### config.mk
export PLATFORM = sky130hd
export DESIGN_NAME = rxq_wide_rd
export DESIGN_NICKNAME = d
export VERILOG_FILES = /design/src/rtl/rxq_pkg.sv /design/src/rtl/rxq_store.sv /design/src/rtl/rxq_occ.sv /design/src/rtl/rxq_wide_rd.sv
export SDC_FILE = /design/constraint.sdc
export NUM_CORES = 1
export LEC_CHECK = 0
export ABC_AREA = 1
export BUFFER_PORTS_ARGS = -buffer_cell sky130_fd_sc_hd__buf_2
export CORE_UTILIZATION = 57
export CTS_CLUSTER_DIAMETER = 50
export DETAILED_ROUTE_END_ITERATION = 10
export GPL_TIMING_DRIVEN = 1
export PLACE_DENSITY_LB_ADDON = 0.05
export RECOVER_POWER = 25
export SYNTH_ARGS = -nofsm -noshare
export SYNTH_HDL_FRONTEND = slang
export SYNTH_SLANG_ARGS = --single-unit
### constraint.sdc
create_clock -name clk_i -period 2.5 [get_ports clk_i]
set_input_delay 0.5 -clock clk_i [delete_from_list [all_inputs] [get_ports clk_i]]
set_output_delay 0.5 -clock clk_i [all_outputs]
set_load 0.02 [all_outputs]
### src/rtl/rxq_pkg.sv
package rxq_pkg;
  localparam int unsigned BYTE_W    = 8;
  localparam int unsigned MAX_BYTES = 4;

  typedef enum logic [1:0] {
    RW_8  = 2'd0,
    RW_16 = 2'd1,
    RW_32 = 2'd2,
    RW_32B = 2'd3
  } rd_width_e;

  function automatic logic [2:0] bytes_for(input logic [1:0] w);
    case (w)
      RW_8:    bytes_for = 3'd1;
      RW_16:   bytes_for = 3'd2;
      default: bytes_for = 3'd4;
    endcase
  endfunction
endpackage

### src/rtl/rxq_store.sv
module rxq_store #(
  parameter int unsigned DEPTH = 32,
  localparam int unsigned AW = $clog2(DEPTH)
) (
  input  logic clk_i,
  input  logic rst_ni,
  input  logic wr_en_i,
  input  logic [rxq_pkg::BYTE_W-1:0] wr_data_i,
  input  logic [2:0] pop_n_i,
  output logic [rxq_pkg::MAX_BYTES-1:0][rxq_pkg::BYTE_W-1:0] peek_o
);
  logic [rxq_pkg::BYTE_W-1:0] mem_q [DEPTH];
  logic [AW-1:0] wr_ptr_q, rd_ptr_q;

  always_ff @(posedge clk_i) begin
    if (wr_en_i) mem_q[wr_ptr_q] <= wr_data_i;
  end

  always_ff @(posedge clk_i or negedge rst_ni) begin
    if (!rst_ni) begin
      wr_ptr_q <= '0;
      rd_ptr_q <= '0;
    end else begin
      if (wr_en_i) wr_ptr_q <= wr_ptr_q + AW'(1);
      rd_ptr_q <= rd_ptr_q + AW'(pop_n_i);
    end
  end

  // head bytes, wrapping through the power-of-two pointer width
  for (genvar k = 0; k < rxq_pkg::MAX_BYTES; k++) begin : g_peek
    logic [AW-1:0] idx;
    assign idx       = rd_ptr_q + AW'(k);
    assign peek_o[k] = mem_q[idx];
  end
endmodule

### src/rtl/rxq_occ.sv
module rxq_occ #(
  parameter int unsigned DEPTH = 32,
  localparam int unsigned CW = $clog2(DEPTH + 1)
) (
  input  logic clk_i,
  input  logic rst_ni,
  input  logic inc_i,
  input  logic [2:0] dec_n_i,
  output logic [CW-1:0] count_o,
  output logic empty_o,
  output logic full_o
);
  logic [CW-1:0] cnt_q;

  always_ff @(posedge clk_i or negedge rst_ni) begin
    if (!rst_ni) cnt_q <= '0;
    else         cnt_q <= cnt_q + CW'(inc_i) - CW'(dec_n_i);
  end

  assign count_o = cnt_q;
  assign empty_o = (cnt_q == '0);
  assign full_o  = (cnt_q == CW'(DEPTH));
endmodule

### src/rtl/rxq_wide_rd.sv
module rxq_wide_rd #(
  parameter int unsigned DEPTH = 32,
  localparam int unsigned CW = $clog2(DEPTH + 1),
  localparam int unsigned RD_W = rxq_pkg::BYTE_W * rxq_pkg::MAX_BYTES
) (
  input  logic clk_i,
  input  logic rst_ni,
  input  logic push_valid_i,
  input  logic [rxq_pkg::BYTE_W-1:0] push_data_i,
  input  logic rd_req_i,
  input  logic rd_write_i,
  input  logic [1:0] rd_width_i,
  output logic [RD_W-1:0] rd_data_o,
  output logic [CW-1:0] count_o,
  output logic empty_o,
  output logic full_o,
  output logic underflow_o,
  output logic overflow_o
);
  logic [2:0] need;
  logic rd_acc, short_rd, pop_ok, push_ok;
  logic [2:0] pop_n;
  logic [rxq_pkg::MAX_BYTES-1:0][rxq_pkg::BYTE_W-1:0] peek, lanes;
  logic [RD_W-1:0] rd_data_q;
  logic unf_q, ovf_q;

  assign need     = rxq_pkg::bytes_for(rd_width_i);
  assign rd_acc   = rd_req_i && !rd_write_i;
  assign short_rd = rd_acc && (CW'(need) > count_o);
  assign pop_ok   = rd_acc && !short_rd;
  assign pop_n    = pop_ok ? need : 3'd0;
  assign push_ok  = push_valid_i && !full_o;

  rxq_store #(.DEPTH(DEPTH)) u_store (
    .clk_i, .rst_ni,
    .wr_en_i  (push_ok),
    .wr_data_i(push_data_i),
    .pop_n_i  (pop_n),
    .peek_o   (peek)
  );

  rxq_occ #(.DEPTH(DEPTH)) u_occ (
    .clk_i, .rst_ni,
    .inc_i  (push_ok),
    .dec_n_i(pop_n),
    .count_o(count_o),
    .empty_o(empty_o),
    .full_o (full_o)
  );

  // lanes above the requested width read as zero
  for (genvar k = 0; k < rxq_pkg::MAX_BYTES; k++) begin : g_lane
    assign lanes[k] = (3'(k) < need) ? peek[k] : '0;
  end

  always_ff @(posedge clk_i or negedge rst_ni) begin
    if (!rst_ni) begin
      rd_data_q <= '0;
      unf_q     <= 1'b0;
      ovf_q     <= 1'b0;
    end else begin
      if (rd_acc) rd_data_q <= short_rd ? '0 : RD_W'(lanes);
      if (short_rd) unf_q <= 1'b1;
      if (push_valid_i && full_o) ovf_q <= 1'b1;
    end
  end

  assign rd_data_o   = rd_data_q;
  assign underflow_o = unf_q;
  assign overflow_o  = ovf_q;
endmodule

# Word-level counts from Yosys, hierarchy flattened
# Memory sizes are Yosys's and may differ from the RTL's.
# Cells that the tools add are included.
classes:
  add_sub_neg: 7
  order_cmp: 5
  n_eq_ne: 2
  n_mux: 9
  n_reduce_logical: 10
ops:
  columns: ["operator", "count"]
  rows:
  - ["32-bit 2-to-1 mux", 1]
  - ["8-bit 2-to-1 mux", 4]
  - ["5-bit by 1-bit adder with 5-bit output, second input constant", 2]
  - ["5-bit by 2-bit adder with 5-bit output, second input constant", 2]
  - ["6-bit by 1-bit adder with 6-bit output", 1]
  - ["6-bit == test, second input constant", 1]
  - ["3-bit by 6-bit greater-than comparator with 1-bit output", 1]
  - ["6-bit logical NOT", 1]
  - ["1-bit by 3-bit < comparator with 1-bit output, first input constant", 2]
  - ["2-bit by 3-bit < comparator with 1-bit output, first input constant", 2]
  - ["3-bit case mux with 2 select lines", 1]
  - ["6-bit by 3-bit subtractor with 6-bit output", 1]
  - ["5-bit by 3-bit adder with 5-bit output", 1]
  - ["1-bit logical AND", 5]
  - ["1-bit logical NOT", 3]
  - ["3-bit 2-to-1 mux", 1]
  - ["2-bit by 1-bit == test with 1-bit output, second input constant", 1]
  - ["2-bit logical NOT", 1]
  - ["1-bit 2-to-1 mux", 2]
totals:
  ff_bits: 50
  ram_bits: 256
  inputBits: 15
  output_inout_bits: 42
  wordCells: 40
  n_memories: 1
memory_table:
  columns: ["memory", "words", "word_bits", "read_ports", "rd_clocked_by_memory_dff", "wr", "line", "rtl"]
  rows:
  - ["u_store.mem_q", 32, 8, 4, 0, 1, "rxq_store.sv:12", "logic [rxq_pkg::BYTE_W-1:0] mem_q [DEPTH];"]

# Longest topological paths before layout
logic_depth:
  word_depth: 8
  mapped_depth: 18
  depth_no_buf: 18

# Cells and area by module
# Synthesis repeated with hierarchy kept, for this count alone.
hier_totals:
  hier_cells: 2431
  area_unflattened_um2: 18811.8
by_module_without_submodules:
  columns: ["module", "instances", "cells_each", "area_per_inst_um2", "seq_area_each_um2"]
  rows:
  - ["rxq_store", 1, 2150, 16617.2, 7937.6]
  - ["rxq_wide_rd", 1, 224, 1720.4, 850.8]
  - ["rxq_occ", 1, 57, 474.2, 150.1]

# Least setup slack after synthesis
# No wires, ideal clock.
synth_timing:
  path_kind: "input port to flip-flop"
  startpoint: "input port rd_width_i[0]"
  endpoint: "register u_occ.cnt_q[5] (netlist: u_occ.count_o[5])"
  setup_ns: 0.079
  arrival_time_ns: 2.867
  t_required_ns: 2.421
  slack_ns: -0.446
  stages: 17
  n_path_buf: 0
  cell_sequence: "inv_1 -> nor2_1 -> ha_1 -> a21oi_1 -> nor2_1 -> o21bai_1 -> nand2_1 -> nor2_2 -> inv_1 -> ha_1 -> ha_1 -> a21oi_1 -> nand2_1 -> nand2_1 -> nand2_1 -> a21oi_1 -> xor2_1"
synth_between:
  elab_chain_len: 8
  word_cells_on_any_way: 9
  cone_classes: "add/sub (1); order compare (1); eq/ne (1); mux (2); reduce/logical (4)"
synth_lines:
  columns: ["item", "line", "rtl"]
  rows:
  - ["start, declared", "rxq_wide_rd.sv:12", "input logic [1:0] rd_width_i,"]
  - ["2-bit by 1-bit == test with 1-bit output or 2-bit logical NOT (tied branches)", "rxq_pkg.sv:13", "case (w)"]
  - ["3-bit case mux with 2 select lines (*)", "rxq_pkg.sv:13", null]
  - ["3-bit by 6-bit greater-than comparator with 1-bit output", "rxq_wide_rd.sv:29", "assign short_rd = rd_acc && (CW'(need) > count_o);"]
  - ["1-bit logical AND", "rxq_wide_rd.sv:29", null]
  - ["1-bit logical NOT", "rxq_wide_rd.sv:30", "assign pop_ok = rd_acc && !short_rd;"]
  - ["1-bit logical AND", "rxq_wide_rd.sv:30", null]
  - ["3-bit 2-to-1 mux (*)", "rxq_wide_rd.sv:31", "assign pop_n = pop_ok ? need : 3'd0;"]
  - ["6-bit by 3-bit subtractor with 6-bit output (*)", "rxq_occ.sv:17", "else cnt_q <= cnt_q + CW'(inc_i) - CW'(dec_n_i);"]
  - ["end signal, assigned", "rxq_occ.sv:17", null]
  - ["end, declared", "rxq_occ.sv:13", "logic [CW-1:0] cnt_q;"]
# Mark *: on every way between the ends. The rest lies on a longest branch, timed or not.
# A chain may end at the register's enable or synchronous reset.

# Worst setup path in the final report
layout_timing:
  startpoint: "register u_occ.cnt_q[4] (netlist: u_occ.count_o[4])"
  endpoint: "memory u_store.mem_q[29][6] in the netlist's numbering (enable)"
layout_between:
  elab_chain_len: 5
layout_lines:
  columns: ["item", "line", "rtl"]
  rows:
  - ["6-bit == test", "rxq_occ.sv:22", "assign full_o = (cnt_q == CW'(DEPTH));"]
  - ["1-bit logical NOT", "rxq_wide_rd.sv:32", "assign push_ok = push_valid_i && !full_o;"]
  - ["1-bit logical AND", "rxq_wide_rd.sv:32", null]
  - ["via push_ok", "rxq_wide_rd.sv:21", "logic rd_acc, short_rd, pop_ok, push_ok;"]
  - ["1-bit 2-to-1 mux", "rxq_store.sv:16", "if (wr_en_i) mem_q[wr_ptr_q] <= wr_data_i;"]
  - ["1-bit 2-to-1 mux (implied by the code)", "rxq_store.sv:16", null]
  - ["end, declared", "rxq_store.sv:12", null]
# The timed path passes the listed nets, and every way through them passes these cells.

==> reports/metrics.yaml <==
grt_first_pass_wirelength_microns: 100400
synth_fa_ha_area_frac: 0.01931
violations: "capacitance limit, slew limit"
numCtsBuffers: 40
yosys_register_bits: 306
crit_fanout: 8
wl_per_cell_microns: 23.84
synth_area_per_cell_sq_um: 7.741
synth_top_family_by_area: "simple AND/OR/NAND/NOR gates"
finalCritPeriodShare: 0.9802
htreeDepth: 2
dr.pass1.iters: 7
initial_core_util: 0.5792
synthMuxAreaShare: 0
antenna_found_initial: 2
synth_xor_area_frac: 0.009242
rsz0062_at_grt: "true"
grtUsageTotal: 0.4135
syn_nets: 2403
final_cell_mix: "877 x nand2_1, 858 x nand3_1, 256 x edfxtp_1, 80 x buf_4, 50 x buf_2"
path_clk_slew_ns: 0.06
port_buffers: 56
cts_hold_buf: 0
clock_latency_ns: 0.54
fmax_ghz: 0.4081
hold_viol_final: 0
hp-class: "primary input to flop"
cts_buffer_depth: 3
cp_slowest_cell: "nor2_1"
dieArea_sq_um: 32780
cts_tree: "built"
core_area_sq_um: 31560
worst_pin_slew_ns: 1.862
grt_overflow: 0
worstPathCellList: "inv_1 > ha_1 > nand2_1 > nand2_1 > inv_2 > nand2_1 > buf_12 > nor2_1"
worst_ep_required_time_ns: 2.65
max_stage_delay_ns: 0.82
gp_congestion: 1.052
ys_warn_count: 0
clock-root-buffer: "clkbuf_16"
dieWidth_microns: 181.1
die_y_microns: 181.1
fin_worst_skew_ns: 0.02063
max_cap_violations: 6
vias_per_cell: 6.528
layout_commonest_cell: "nand2_1"
ant_nets: 0
drt_first_iter_violations: 3117
syn_inst: 2361
syn_to_final_growth_pct: 14.59
drt-total-wl_microns: 67800
grt_max_degree: 113
synth_compound_area_frac: 0.003628
synthesis.area_sq_um: 18280
dp_hpwl_microns: 45670
io_pins: 57
path_class: "flop to flop"
crit_arrival_ns: 2.60
drc: 0
setup-violations-final: 0
outcome: "finished, violations left"
setup_tns_ns: 0
fill_cells: 2643
rows: 65
drive_above_1_share: 0.1098
synthSimpleGateAreaFrac: 0.4299
slew_headroom: -0.2410
seqCellArea_sq_um: 8946
multi_input_area_sq_um: 8617
synth.distinct_cells: 28
min_period_ns: 2.450
report.final.slew_viol_count: 191
first_global_vias: 16560
end_kind: "flop"
cp_common_cell: "nand2_1"
cts.sinks: 306
yosysSeqAreaShare: 0.4891
worstSetupStartpointType: "flop"
num_vias: 18570
layout.nets: 2453
per-stage QoR:
step | std cells | instance area [sq um] | utilization | setup slack [ns] | hold slack [ns]
2_1_floorplan | 2361 | 18380 | - | -0.1571 | 0.2044
3_3_place_gp | 2769 | 19540 | 0.6191 | -0.3378 | 0.4469
3_5_place_dp | 2769 | 19540 | 0.6191 | -0.4167 | 0.4538
4_1_cts | 2840 | 20890 | 0.6619 | 0.006132 | 0.02423
5_1_grt | 2842 | 20940 | 0.6635 | -0.05620 | 0.2398
6_report | 2844 | 20940 | 0.6637 | 0.04951 | 0.2433
kinds of logic after synthesis:
logic type,after synthesis
and+or+nand+nor,1800
DFF,306
buffers and inverters,202
adders and majority gates,27
xor gates and xnor gates,15
AOI/OAI and AO/OA,11
final cells by class:
class	instances	share of cell area
clock buffers	47	0.05108
inverters	49	0.009380
multi-input cells	1853	0.4115
flip-flops and latches	306	0.4272
repair buffers	161	0.06327
well taps	402	0.02402
clock inverters	24	0.01338
diodes	2	0.0002390
cells in the mapped netlist (all sizes together):
cell	count	area (sq um)
edfxtp	256	7687
ha	25	312.8
clkbuf	42	157.7
dfrtp	50	1251
a31o	1	8.760
and2	1	6.260
o21bai	2	15.01
nand3	859	4299
nor2	57	229.0
xor2	15	168.9
nor3	1	5.000
o31ai	1	7.510
nand2	880	3306
a21oi	4	20.02
or2	1	6.260
fa	2	40.04
buf	111	550.5
nor4	1	6.260
inv	49	183.9
o21ai	3	15.01
metal layers:
metal	track usage	vias to the layer above	wire length [microns]
met5	0	-	0
met1	0.5824	8617	25580
met2	0.5907	1480	28140
li1	-	8222	-
met3	0.09555	248	9991
met4	0.2264	0	4092
state kept, by name, summed over array words and instances, names as in the netlist:
signal	flops
rd_data_o	32
overflow_o	1
u_store.mem_q	256
u_store.rd_ptr_q	5
u_occ.count_o	6
underflow_o	1
u_store.wr_ptr_q	5
worst max-delay path: cells and delay by family (launching register included):
| kind | cells | cell delay [ns] |
|---|---|---|
| adders and majority gates | 1 | 0.22 |
| and+or+nand+nor | 4 | 1.12 |
| buffers and inverters | 3 | 0.38 |
| DFF | 1 | 0.33 |
timing repair:
item / CTS / global route
pin swaps: 2 / 7
resized for setup: 1 / 13
setup endpoints to repair: 2 / 72
cloned: 0 / 0
setup buffers: 0 / 2
final timing paths:
path	start	end	slack (ns)	cells past startpoint
worst max-delay path	u_occ.count_o[4]	u_store.mem_q[29][6]	0.05	8
worst min-delay path	push_valid_i	overflow_o	0.24	2
worst max register to register	u_occ.count_o[4]	u_store.mem_q[29][6]	0.05	8
worst min register to register	overflow_o	overflow_o	0.47	1
max in group asynchronous	rst_ni	rd_data_o[11]	0.89	2
min in group asynchronous	rst_ni	rd_data_o[15]	0.39	1
Power is left out: the tool's default activity adds up to more than one toggle a clock period on the data nets, which glitch-free logic cannot reach.
